==> src/rtl/lpm_pkg.sv <==
package lpm_pkg;

    localparam int unsigned PCON_BITS = 5;

    typedef enum logic [1:0] {
        MODE_RUN  = 2'b00,
        MODE_IDLE = 2'b01,
        MODE_PD   = 2'b10
    } lpm_mode_e;

    // Field order is the register bit map, bit 4 down to bit 0.
    typedef struct packed {
        logic adc;
        logic gf1;
        logic gf0;
        logic pd;
        logic idle;
    } pcon_t;

    typedef struct packed {
        logic      cpu;
        logic      per;
        logic      osc;
        lpm_mode_e mode;
    } clk_en_t;

endpackage

==> src/rtl/lpm_pcon_reg.sv <==
module lpm_pcon_reg
    import lpm_pkg::*;
#(
    parameter int unsigned REG_W = 8
) (
    input  logic             clk,
    input  logic             rst,
    input  logic             we,
    input  logic [REG_W-1:0] wdata,
    input  logic             irq,
    input  logic             adc_done,
    output pcon_t            pcon_q,
    output pcon_t            pcon_d
);

    pcon_t cur_q;
    pcon_t nxt_d;
    logic  run_mode;
    logic  idle_wake;
    logic  pd_wake;
    logic  both_req;

    always_comb begin
        nxt_d     = cur_q;
        run_mode  = !cur_q.idle && !cur_q.pd;
        idle_wake = cur_q.idle && (irq || (cur_q.adc && adc_done));
        pd_wake   = cur_q.pd && irq;
        both_req  = wdata[0] && wdata[1];
        if (idle_wake) begin
            nxt_d.idle = 1'b0;
            nxt_d.adc  = 1'b0;
        end else if (pd_wake) begin
            nxt_d.pd   = 1'b0;
            nxt_d.idle = 1'b0;
        end else if (run_mode && we) begin
            // power-down takes precedence over a simultaneous idle request
            nxt_d.idle = wdata[0] && !both_req;
            nxt_d.pd   = wdata[1];
            nxt_d.gf0  = wdata[2];
            nxt_d.gf1  = wdata[3];
            nxt_d.adc  = wdata[4] && wdata[0] && !both_req;
        end
    end

    always_ff @(posedge clk or posedge rst) begin
        if (rst) begin
            cur_q <= '0;
        end else begin
            cur_q <= nxt_d;
        end
    end

    assign pcon_q = cur_q;
    assign pcon_d = nxt_d;

endmodule

==> src/rtl/lpm_enable_gen.sv <==
module lpm_enable_gen
    import lpm_pkg::*;
(
    input  logic      clk,
    input  logic      rst,
    input  pcon_t     pcon_d,
    output logic      cpu_clk_en,
    output logic      per_clk_en,
    output logic      osc_en,
    output lpm_mode_e mode
);

    clk_en_t en_d;
    clk_en_t en_q;

    always_comb begin
        en_d.cpu  = !pcon_d.idle && !pcon_d.pd;
        en_d.per  = !pcon_d.pd;
        en_d.osc  = !pcon_d.pd;
        if (pcon_d.pd) begin
            en_d.mode = MODE_PD;
        end else if (pcon_d.idle) begin
            en_d.mode = MODE_IDLE;
        end else begin
            en_d.mode = MODE_RUN;
        end
    end

    always_ff @(posedge clk or posedge rst) begin
        if (rst) begin
            en_q <= '{cpu: 1'b1, per: 1'b1, osc: 1'b1, mode: MODE_RUN};
        end else begin
            en_q <= en_d;
        end
    end

    assign cpu_clk_en = en_q.cpu;
    assign per_clk_en = en_q.per;
    assign osc_en     = en_q.osc;
    assign mode       = en_q.mode;

endmodule

==> src/rtl/lpm_rst_seq.sv <==
module lpm_rst_seq #(
    parameter int unsigned RST_CYCLES = 16
) (
    input  logic clk,
    input  logic rst,
    output logic rst_seq
);

    generate
        if (RST_CYCLES == 0) begin : g_none
            assign rst_seq = rst;
        end else begin : g_cnt
            localparam int unsigned CW = $clog2(RST_CYCLES + 1);
            localparam logic [CW-1:0] START = CW'(RST_CYCLES);

            logic [CW-1:0] cnt_d;
            logic [CW-1:0] cnt_q;

            always_comb begin
                cnt_d = cnt_q;
                if (cnt_q != '0) begin
                    cnt_d = cnt_q - 1'b1;
                end
            end

            always_ff @(posedge clk or posedge rst) begin
                if (rst) begin
                    cnt_q <= START;
                end else begin
                    cnt_q <= cnt_d;
                end
            end

            assign rst_seq = (cnt_q != '0);
        end
    endgenerate

endmodule

==> src/rtl/lpm_clk_ctrl.sv <==
module lpm_clk_ctrl
    import lpm_pkg::*;
#(
    parameter int unsigned REG_W      = 8,
    parameter int unsigned RST_CYCLES = 16,
    parameter int unsigned VEC_W      = 16,
    parameter logic [15:0] RESET_VEC  = 16'h0000
) (
    input  logic             clk,
    input  logic             rst,
    input  logic             reg_we,
    input  logic [REG_W-1:0] reg_wdata,
    output logic [REG_W-1:0] reg_rdata,
    input  logic             irq_req,
    input  logic             adc_done,
    output logic             cpu_clk_en,
    output logic             per_clk_en,
    output logic             osc_en,
    output logic [1:0]       mode,
    output logic             rst_seq,
    output logic [VEC_W-1:0] boot_vec
);

    localparam int unsigned PAD_W = REG_W - PCON_BITS;

    pcon_t     pcon_q;
    pcon_t     pcon_d;
    lpm_mode_e mode_e;

    lpm_pcon_reg #(.REG_W(REG_W)) u_pcon (
        .clk      (clk),
        .rst      (rst),
        .we       (reg_we),
        .wdata    (reg_wdata),
        .irq      (irq_req),
        .adc_done (adc_done),
        .pcon_q   (pcon_q),
        .pcon_d   (pcon_d)
    );

    lpm_enable_gen u_en (
        .clk        (clk),
        .rst        (rst),
        .pcon_d     (pcon_d),
        .cpu_clk_en (cpu_clk_en),
        .per_clk_en (per_clk_en),
        .osc_en     (osc_en),
        .mode       (mode_e)
    );

    lpm_rst_seq #(.RST_CYCLES(RST_CYCLES)) u_seq (
        .clk     (clk),
        .rst     (rst),
        .rst_seq (rst_seq)
    );

    generate
        if (PAD_W > 0) begin : g_pad
            assign reg_rdata = {{PAD_W{1'b0}}, pcon_q};
        end else begin : g_nopad
            assign reg_rdata = pcon_q;
        end
    endgenerate

    assign mode     = mode_e;
    assign boot_vec = VEC_W'(RESET_VEC);

endmodule

==> config.mk <==
export PLATFORM = sky130hd
export DESIGN_NAME = lpm_clk_ctrl
export DESIGN_NICKNAME = d
export VERILOG_FILES = /design/src/rtl/lpm_pkg.sv /design/src/rtl/lpm_pcon_reg.sv /design/src/rtl/lpm_enable_gen.sv /design/src/rtl/lpm_rst_seq.sv /design/src/rtl/lpm_clk_ctrl.sv
export SDC_FILE = /design/constraint.sdc
export NUM_CORES = 1
export LEC_CHECK = 0
export ABC_AREA = 1
export ABC_CLOCK_PERIOD_IN_PS = 1300
export BUFFER_PORTS_ARGS = -buffer_cell sky130_fd_sc_hd__buf_4
export CORE_MARGIN = 3
export CORE_UTILIZATION = 39
export DETAILED_ROUTE_END_ITERATION = 8
export GPL_TIMING_DRIVEN = 0
export MAX_ROUTING_LAYER = met4
export PLACE_DENSITY = 0.74
export SLEW_MARGIN = 20
export SYNTH_ARGS = -nofsm -noshare
export SYNTH_HDL_FRONTEND = slang
export SYNTH_SLANG_ARGS = --single-unit
==> constraint.sdc <==
create_clock -name clk -period 1.3 [get_ports clk]
set_clock_uncertainty 0.15 [all_clocks]
set_input_delay 0.13 -clock clk [delete_from_list [all_inputs] [get_ports clk]]
set_output_delay 0.13 -clock clk [all_outputs]
set_load 0.02 [all_outputs]
==> results of run 1 <==
==> path summary, 6_finish.rpt <==
kind / slack, ps / endpoint / startpoint
worst min register to register: 330 / u_seq.g_cnt.cnt_q[4]$_DFFE_PP1P_ / u_seq.g_cnt.cnt_q[4]$_DFFE_PP1P_
worst min-delay path: 60 / u_pcon.pcon_q[4]$_DFFE_PP0P_ / reg_we
worst max register to register: -50 / u_seq.g_cnt.cnt_q[1]$_DFFE_PP0P_ / u_seq.g_cnt.cnt_q[1]$_DFFE_PP0P_
max in group asynchronous: 380 / u_seq.g_cnt.cnt_q[4]$_DFFE_PP1P_ / rst
min in group asynchronous: 280 / u_seq.g_cnt.cnt_q[2]$_DFFE_PP0P_ / rst
worst max-delay path: -170 / rst_seq / u_seq.g_cnt.cnt_q[1]$_DFFE_PP0P_
==> state kept, by name (all words and copies together) (netlist names) <==
register,flops
u_en.per_clk_en,1
u_seq.g_cnt.cnt_q,5
u_en.mode,2
u_en.cpu_clk_en,1
u_pcon.pcon_q,4
==> report_power, final <==
part / leakage [nW] / internal (mW) / switching (mW)
clock: 0.0150 / 0.118 / 0.117
combinational: 0.541 / 0.482 / 0.497
sequential: 0.161 / 0.543 / 0.113
total: 0.716 / 1.14 / 0.727
==> worst min-delay path, delay by kind of cell <==
kind / cells / cell delay [ps]
buffers and inverters: 1 / 130
AO/OA/AOI/OAI: 1 / 80
AND/OR/NAND/NOR: 1 / 110
==> through the flow <==
stage               utilization, %  setup WS [ps]  cell area, µm²  std cells
detailed placement            57.7          -46.7            1060        154
floorplan                        -           1.02             880        109
global placement              57.7          0.138            1060        154
finish                        68.6           -172            1260        170
global route                  68.6           -248            1260        170
CTS                           66.9           -201            1230        170
==> final cells by class <==
class                      count  area [µm²]
fill                         171         578
multi-input combinational     60         388
sequential                    13         332
timing repair buffer          33         274
buffer                        20         154
inverter                      15        56.3
tap                           25        31.3
clock buffer                   4        26.3
==> cell usage in the layout (no fill, tap or decap), drive strengths merged <==
cell         instances
ha                   2
dlygate4sd3          6
dfrtp               10
nand3                5
nand2               13
a21oi                2
mux2                 2
and2                 1
nand4                1
conb                19
nor2                 6
dfstp                3
clkbuf               4
a21boi               1
o21ai                6
o21bai               1
inv                 15
buf                 47
xor2                 1
==> timing repair <==
action | 4_1_cts | 5_1_grt
pin swaps | 4 | 2
setup buffers | 7 | 1
endpoints found under the hold margin | 13 | 0
hold buffers | 6 | 0
gates resized for setup | 14 | 9
gates cloned | 0 | 0
setup endpoints to repair | 6 | 11
==> routing by layer <==
metal	wire length [µm]	vias to the layer above	track usage, %
li1	-	347	-
met1	604	302	14.1
met2	923	17	24.6
met5	0	-	-
met4	10	0	3.93
met3	75	2	2.62
==> kinds of logic after synthesis <==
logic type	after synthesis	share of synthesized area, %
flip-flops	13	40.8
other	1	0.465
AO/OA/AOI/OAI	10	7.30
AND/OR/NAND/NOR	26	16.9
XOR/XNOR	1	1.09
multiplexers	2	3.73
buffers and inverters	36	26.6
adder cells (fa/ha/maj)	2	3.11
==> report_table.html, run 1 <==
<table>
<tr><th>Metric</th><th>Value</th></tr>
<tr><th colspan="2">Status</th></tr>
<tr><td>Outcome</td><td>complete, but fails checks</td></tr>
<tr><td>Violations in the final reports</td><td>setup timing</td></tr>
<tr><th colspan="2">Synth</th></tr>
<tr><td>Yosys warning total</td><td>0</td></tr>
<tr><td>Share of flip-flops with an asynchronous set or reset after synthesis</td><td>100%</td></tr>
<tr><td>Post-synth top cells</td><td>buf_4, inv_1, dfrtp_1, nand2_1, nand3_1</td></tr>
<tr><td>Top area cells in the synthesized netlist</td><td>dfrtp_1, buf_4, dfstp_2, inv_1, nand2_1</td></tr>
<tr><td>Most repeated cell in the gate-level netlist after synthesis</td><td>buf_4</td></tr>
<tr><td>Share of the synthesized area in the top cell type</td><td>31.1%</td></tr>
<tr><td>Register bit total from synthesis</td><td>13</td></tr>
<tr><td>Synth Flop Type</td><td>dfrtp_1</td></tr>
<tr><td>Mean cell area of the mapped netlist</td><td>8.85 µm²</td></tr>
<tr><td>Cell area after synthesis</td><td>806 µm²</td></tr>
<tr><td>Cell type with the largest total area after synthesis</td><td>dfrtp_1</td></tr>
<tr><td>Count of unique library cells instantiated by Yosys</td><td>23</td></tr>
<tr><td>Post-synthesis instance total</td><td>91</td></tr>
<tr><td>Number of enable flip-flop cells after synthesis</td><td>0</td></tr>
<tr><td>Sequential area share after synthesis</td><td>40.8%</td></tr>
<tr><th colspan="2">Route</th></tr>
<tr><td>Number of remaining DRC errors</td><td>0</td></tr>
<tr><td>Detailed Route WL</td><td>1.61 mm</td></tr>
<tr><td>Routed length per instance</td><td>9.49 µm</td></tr>
<tr><td>Via Count</td><td>668</td></tr>
<tr><td>First-pass iteration count of the detailed router</td><td>4</td></tr>
<tr><td>Iteration-0 DRC Markers</td><td>2</td></tr>
<tr><td>Antenna-violating nets left</td><td>0</td></tr>
<tr><td>Post-DR vias/cell</td><td>3.93</td></tr>
<tr><th colspan="2">Timing</th></tr>
<tr><td>Final hold violation count</td><td>0</td></tr>
<tr><td>Final setup viols</td><td>5</td></tr>
<tr><td>Total count of max-transition violations in the final report</td><td>0</td></tr>
<tr><td>Max frequency</td><td>0.679 GHz</td></tr>
<tr><td>Setup repair after global routing missed its margin</td><td>true</td></tr>
<tr><td>Period Utilization, post-route</td><td>113%</td></tr>
<tr><td>Setup WS post-layout</td><td>-172 ps</td></tr>
<tr><td>WHS</td><td>62.7 ps</td></tr>
<tr><td>Fin Setup TNS</td><td>-329 ps</td></tr>
<tr><td>Post-layout min period</td><td>1470 ps</td></tr>
<tr><th colspan="2">GRT</th></tr>
<tr><td>Overall fraction of global-route tracks in use</td><td>13.3%</td></tr>
<tr><td>Number of global-route vias before repair</td><td>605</td></tr>
<tr><td>Pin count of the biggest net entering global routing</td><td>14</td></tr>
<tr><td>Number of antenna violations at the first check in global routing</td><td>0</td></tr>
<tr><td>Global-route wire length before repair</td><td>2.56 mm</td></tr>
<tr><td>Remaining Overflow, GRT</td><td>0</td></tr>
<tr><th colspan="2">Clocking</th></tr>
<tr><td>Total clock sinks</td><td>13</td></tr>
<tr><td>Maximum buffer depth of the clock tree</td><td>2</td></tr>
<tr><td>Depth of the CTS H-tree</td><td>1</td></tr>
<tr><td>Number of buffers added by the clock tree synthesis step</td><td>3</td></tr>
<tr><td>Clock insertion delay at the later pin of the skew report</td><td>260 ps</td></tr>
<tr><td>Clock slew at the register clock pins of the worst setup and hold paths</td><td>70 ps</td></tr>
<tr><td>Library cell used as clock root buffer</td><td>clkbuf_4</td></tr>
<tr><td>CTS tree</td><td>done</td></tr>
<tr><th colspan="2">Die</th></tr>
<tr><td>I/O Pins</td><td>43</td></tr>
<tr><td>Die Wd</td><td>51.5 µm</td></tr>
<tr><td>Die height</td><td>51.5 µm</td></tr>
<tr><td>DIE AREA</td><td>2650 µm²</td></tr>
<tr><td>Rows</td><td>15</td></tr>
<tr><td>Starting utilization of the core area</td><td>43.8%</td></tr>
<tr><td>Floorplan core area</td><td>1840 µm²</td></tr>
<tr><th colspan="2">Power</th></tr>
<tr><td>Power consumption</td><td>1.87 mW</td></tr>
<tr><td>Worst-case vdd ir drop</td><td>1.02 mV</td></tr>
<tr><td>Power per standard cell area</td><td>1480 nW/µm²</td></tr>
<tr><td>LEAKAGE</td><td>0.716 nW</td></tr>
<tr><th colspan="2">Worst setup path</th></tr>
<tr><td>Startpoint type of the worst setup path</td><td>flip-flop</td></tr>
<tr><td>Crit path max-delay cell type</td><td>dfrtp_1</td></tr>
<tr><td>Delay of the slowest cell on the worst path</td><td>390 ps</td></tr>
<tr><td>Arrival time worst endpoint</td><td>1190 ps</td></tr>
<tr><td>Crit path buffers/inverters</td><td>3</td></tr>
<tr><td>Critical path peak fanout</td><td>2</td></tr>
<tr><td>Top delay family on crit path</td><td>flip-flops</td></tr>
<tr><td>CP Depth</td><td>6</td></tr>
<tr><td>Worst setup EP type</td><td>primary output</td></tr>
<tr><td>Crit path kind</td><td>flip-flop to primary output</td></tr>
<tr><td>CP Cell Sequence</td><td>inv_2, ha_4, inv_2, nor2_4, nand2_2, buf_6</td></tr>
<tr><td>Worst Reg2Reg Path Length in Cells</td><td>8</td></tr>
<tr><td>Worst EP required</td><td>1020 ps</td></tr>
<tr><td>Crit path top cell by count</td><td>inv_2</td></tr>
<tr><th colspan="2">Finish</th></tr>
<tr><td>Total number of nets in the final design</td><td>161</td></tr>
<tr><td>Count of inserted antenna diode cells</td><td>0</td></tr>
<tr><td>Fraction of layout cells with a size suffix above 1</td><td>55.2%</td></tr>
<tr><td>Area growth syn-to-layout</td><td>56.5%</td></tr>
<tr><th colspan="2">Worst hold path</th></tr>
<tr><td>Type of the tightest min-delay check</td><td>input pin to flip-flop</td></tr>
<tr><td>Hold depth</td><td>3</td></tr>
<tr><th colspan="2">Place</th></tr>
<tr><td>Post-DP HPWL</td><td>1.17 mm</td></tr>
<tr><td>Number of buffers inserted by port buffering</td><td>20</td></tr>
<tr><td>Routability congestion estimate from global placement</td><td>0.710</td></tr>
<tr><th colspan="2">Job</th></tr>
<tr><td>Max-cap viol count</td><td>0</td></tr>
</table>
Note: power is estimated with default switching activity, not from simulation.
==> run 2, diff against run 1 <==
==> constraint.sdc (replaced) <==
create_clock -name clk -period 1.3 [get_ports clk]
set_clock_uncertainty 0.15 [all_clocks]
set_input_delay 0.26 -clock clk [delete_from_list [all_inputs] [get_ports clk]]
set_output_delay 0.26 -clock clk [all_outputs]
set_load 0.02 [all_outputs]
==> report_table.html, run 2 (synthesis gave the netlist of run 1 again) <==
<table>
<tr><th>Metric</th><th>Value</th></tr>
<tr><th colspan="2">Place</th></tr>
<tr><td>Routability congestion estimate from global placement</td><td>0.710 (unchanged)</td></tr>
<tr><td>Number of buffers inserted by port buffering</td><td>20 (unchanged)</td></tr>
<tr><td>Post-DP HPWL</td><td>1.17 mm (unchanged)</td></tr>
<tr><td>Cell Area, Placed</td><td>1060 µm² (unchanged)</td></tr>
<tr><td>Cell total after placement</td><td>154 (unchanged)</td></tr>
<tr><th colspan="2">Die</th></tr>
<tr><td>DIE AREA</td><td>2650 µm² (unchanged)</td></tr>
<tr><td>Die Wd</td><td>51.5 µm (unchanged)</td></tr>
<tr><td>Rows</td><td>15 (unchanged)</td></tr>
<tr><td>Die height</td><td>51.5 µm (unchanged)</td></tr>
<tr><td>I/O Pins</td><td>43 (unchanged)</td></tr>
<tr><td>Floorplan core area</td><td>1840 µm² (unchanged)</td></tr>
<tr><td>Starting utilization of the core area</td><td>43.8% (unchanged)</td></tr>
<tr><th colspan="2">Route</th></tr>
<tr><td>Via Count</td><td>649 (-2.8%)</td></tr>
<tr><td>Detailed Route WL</td><td>1.57 mm (-2.5%)</td></tr>
<tr><td>Post-DR vias/cell</td><td>3.89 (-1.1%)</td></tr>
<tr><td>Number of remaining DRC errors</td><td>0 (unchanged)</td></tr>
<tr><td>Routed length per instance</td><td>9.42 µm (-0.79%)</td></tr>
<tr><td>Iteration-0 DRC Markers</td><td>1 (-1)</td></tr>
<tr><td>Antenna-violating nets left</td><td>0 (unchanged)</td></tr>
<tr><td>First-pass iteration count of the detailed router</td><td>4 (unchanged)</td></tr>
<tr><th colspan="2">Worst setup path</th></tr>
<tr><td>Reg2reg start</td><td>u_seq.g_cnt.cnt_q[1]$_DFFE_PP0P_</td></tr>
<tr><td>Critical path origin</td><td>u_seq.g_cnt.cnt_q[1]$_DFFE_PP0P_</td></tr>
<tr><td>Arrival time worst endpoint</td><td>1200 ps (about the same)</td></tr>
<tr><td>Critical path peak fanout</td><td>2 (unchanged)</td></tr>
<tr><td>Delay of the slowest cell on the worst path</td><td>390 ps (about the same)</td></tr>
<tr><td>Worst EP required</td><td>890 ps (-130 ps)</td></tr>
<tr><td>Crit path kind</td><td>flip-flop to primary output</td></tr>
<tr><td>Crit path max-delay cell type</td><td>dfrtp_1</td></tr>
<tr><td>Startpoint type of the worst setup path</td><td>flip-flop</td></tr>
<tr><td>CP Cell Sequence</td><td>inv_2, ha_4, inv_2, nor2_4, nand2_2, buf_6</td></tr>
<tr><td>Crit path top cell by count</td><td>inv_2</td></tr>
<tr><td>Worst setup EP type</td><td>primary output</td></tr>
<tr><th colspan="2">Power</th></tr>
<tr><td>Internal power component</td><td>1.24 mW (+8.3%)</td></tr>
<tr><td>Net Switching</td><td>767 µW (+5.5%)</td></tr>
<tr><td>Power per standard cell area</td><td>1590 nW/µm² (+7.2%)</td></tr>
<tr><td>LEAKAGE</td><td>0.717 nW (+0.10%)</td></tr>
<tr><td>Worst-case vdd ir drop</td><td>1.04 mV (+2.2%)</td></tr>
<tr><td>Clk pwr share</td><td>11.7% (-0.9 points)</td></tr>
<tr><td>Part of the power in registers</td><td>32.5% (-2.6 points)</td></tr>
<tr><td>Power consumption</td><td>2.01 mW (+7.2%)</td></tr>
<tr><td>Net switching fraction of the power</td><td>38.2% (-0.63 points)</td></tr>
<tr><td>Share of power burned in combinational logic</td><td>55.8% (+3.5 points)</td></tr>
<tr><th colspan="2">Clocking</th></tr>
<tr><td>Maximum buffer depth of the clock tree</td><td>2 (unchanged)</td></tr>
<tr><td>Depth of the CTS H-tree</td><td>1 (unchanged)</td></tr>
<tr><td>Number of buffers added by the clock tree synthesis step</td><td>3 (unchanged)</td></tr>
<tr><td>Clock slew at the register clock pins of the worst setup and hold paths</td><td>70 ps (about the same)</td></tr>
<tr><td>CTS tree</td><td>done</td></tr>
<tr><td>Clock insertion delay at the later pin of the skew report</td><td>260 ps (about the same)</td></tr>
<tr><td>Total clock sinks</td><td>13 (unchanged)</td></tr>
<tr><td>Library cell used as clock root buffer</td><td>clkbuf_4</td></tr>
<tr><th colspan="2">Finish</th></tr>
<tr><td>Top reg by flops</td><td>u_seq.g_cnt.cnt_q</td></tr>
<tr><td>Most used cells in the layout excluding fill and tap cells</td><td>buf_4, conb_1, buf_6</td></tr>
<tr><td>Area taken by multi-input logic gates</td><td>400 µm² (+3.2%)</td></tr>
<tr><td>Filler Cells Inserted</td><td>171 (unchanged)</td></tr>
<tr><td>Design Area, Final</td><td>1260 µm² (unchanged)</td></tr>
<tr><td>Fraction of layout cells with a size suffix above 1</td><td>59.9% (+4.7 points)</td></tr>
<tr><td>Layout Utilization</td><td>68.6% (unchanged)</td></tr>
<tr><td>Total number of nets in the final design</td><td>158 (-1.9%)</td></tr>
<tr><td>Total area of sequential cells</td><td>332 µm² (unchanged)</td></tr>
<tr><td>Most common cell after layout, fill and taps aside</td><td>buf_4</td></tr>
<tr><td>Count of inserted antenna diode cells</td><td>0 (unchanged)</td></tr>
<tr><td>Flip-flop count of the largest register, all copies and words added</td><td>5 (unchanged)</td></tr>
<tr><td>Non-filler instance count after layout</td><td>167 (-1.8%)</td></tr>
<tr><td>Area growth syn-to-layout</td><td>56.5% (unchanged)</td></tr>
<tr><th colspan="2">Timing</th></tr>
<tr><td>Total count of max-transition violations in the final report</td><td>0 (unchanged)</td></tr>
<tr><td>Post-layout min period</td><td>1610 ps (+142 ps)</td></tr>
<tr><td>WHS</td><td>78.1 ps (+15.4 ps)</td></tr>
<tr><td>Setup repair after global routing missed its margin</td><td>true</td></tr>
<tr><td>Max frequency</td><td>0.620 GHz (-8.8%)</td></tr>
<tr><td>Setup WS post-layout</td><td>-314 ps (-142 ps)</td></tr>
<tr><td>Final setup viols</td><td>11 (+6)</td></tr>
<tr><td>Final hold violation count</td><td>0 (unchanged)</td></tr>
<tr><td>Period Utilization, post-route</td><td>124% (+11 points)</td></tr>
<tr><th colspan="2">GRT</th></tr>
<tr><td>Layer carrying the most global-route usage</td><td>met2</td></tr>
<tr><td>Global routing met3 resource utilization</td><td>2.62% (unchanged)</td></tr>
<tr><td>Grt met1 use</td><td>13.2% (-0.92 points)</td></tr>
<tr><td>Global-route wire length before repair</td><td>2.42 mm (-5.6%)</td></tr>
<tr><td>Remaining Overflow, GRT</td><td>0 (unchanged)</td></tr>
<tr><td>Number of global-route vias before repair</td><td>597 (-1.3%)</td></tr>
<tr><td>Global-route met2 utilization</td><td>22.7% (-1.9 points)</td></tr>
<tr><td>Pin count of the biggest net entering global routing</td><td>14 (unchanged)</td></tr>
<tr><td>Number of antenna violations at the first check in global routing</td><td>0 (unchanged)</td></tr>
<tr><td>Overall fraction of global-route tracks in use</td><td>12.4% (-0.88 points)</td></tr>
<tr><th colspan="2">Worst hold path</th></tr>
<tr><td>Type of the tightest min-delay check</td><td>input pin to flip-flop</td></tr>
<tr><td>Worst hold start</td><td>reg_wdata[3]</td></tr>
<tr><th colspan="2">Status</th></tr>
<tr><td>Outcome</td><td>complete, but fails checks</td></tr>
<tr><td>Violations in the final reports</td><td>setup timing</td></tr>
<tr><th colspan="2">Job</th></tr>
<tr><td>Max-cap viol count</td><td>0 (unchanged)</td></tr>
</table>
==> run 2: cell count changes in the layout (fill, tap and decap cells not counted), sizes merged <==
cell | previous run | this run
dlygate4sd3 | 6 | 1
buf | 47 | 49
==> run 2: worst paths after layout <==
path                                                         end  slack, ps  depth (start not counted)
worst min register to register  u_seq.g_cnt.cnt_q[4]$_DFFE_PP1P_        330                          2
worst min-delay path                u_pcon.pcon_q[3]$_DFFE_PP0P_         80                          2
worst max-delay path                                     rst_seq       -310                          6
max in group asynchronous       u_seq.g_cnt.cnt_q[4]$_DFFE_PP1P_        240                          3
min in group asynchronous       u_seq.g_cnt.cnt_q[2]$_DFFE_PP0P_        410                          3
worst max register to register  u_seq.g_cnt.cnt_q[1]$_DFFE_PP0P_        -60                          8
==> run 2: final cells by class <==
| class | instances | area share, % |
|---|---|---|
| multi-input combinational | 60 | 31.7 |
| sequential | 13 | 26.3 |
| timing repair buffer | 29 | 19.8 |
| buffer | 21 | 13.1 |
| inverter | 15 | 4.46 |
| tap | 25 | 2.48 |
| clock buffer | 4 | 2.08 |
==> run 2: stage by stage <==
stage / TNS (ps) / setup slack (ps)
floorplan: 0 / 1.02
global placement: -130 / -130
detailed placement: -263 / -177
CTS: -874 / -331
global route: -1450 / -377
finish: -779 / -314
==> run 2: worst max-delay path: cells and delay by family, from the launching register on <==
| kind | cells | cell delay, ps |
|---|---|---|
| flip-flops | 1 | 390 |
| buffers and inverters | 3 | 250 |
| AND/OR/NAND/NOR | 2 | 150 |
| adder cells (fa/ha/maj) | 1 | 130 |
==> run 2: what timing repair did <==
item / in CTS / in global routing
hold buffers: 1 / 0
pin swaps: 4 / 1
endpoints found under the setup margin: 11 / 17
resized for setup: 23 / 10
cloned: 0 / 0
setup buffers: 9 / 1
hold endpoints to repair: 10 / 0
==> run 2: per-layer routing <==
metal / wire [µm] / up-vias / part of all wire, %
met5: 0 / - / 0
met4: 10 / 0 / 0.64
met3: 86 / 2 / 5.5
met2: 868 / 19 / 55
met1: 607 / 289 / 39
li1: - / 339 / -
==> run 2: power groups by stage <==
stage                     Sequential (mW)  Clock [mW]  Combinational (mW)
after floorplan                     0.766           0               0.500
after global placement              0.642           0               0.909
after detailed placement            0.642           0               0.922
after CTS                           0.649       0.243                1.05
after global routing                0.666       0.266                1.19
final                               0.653       0.234                1.12
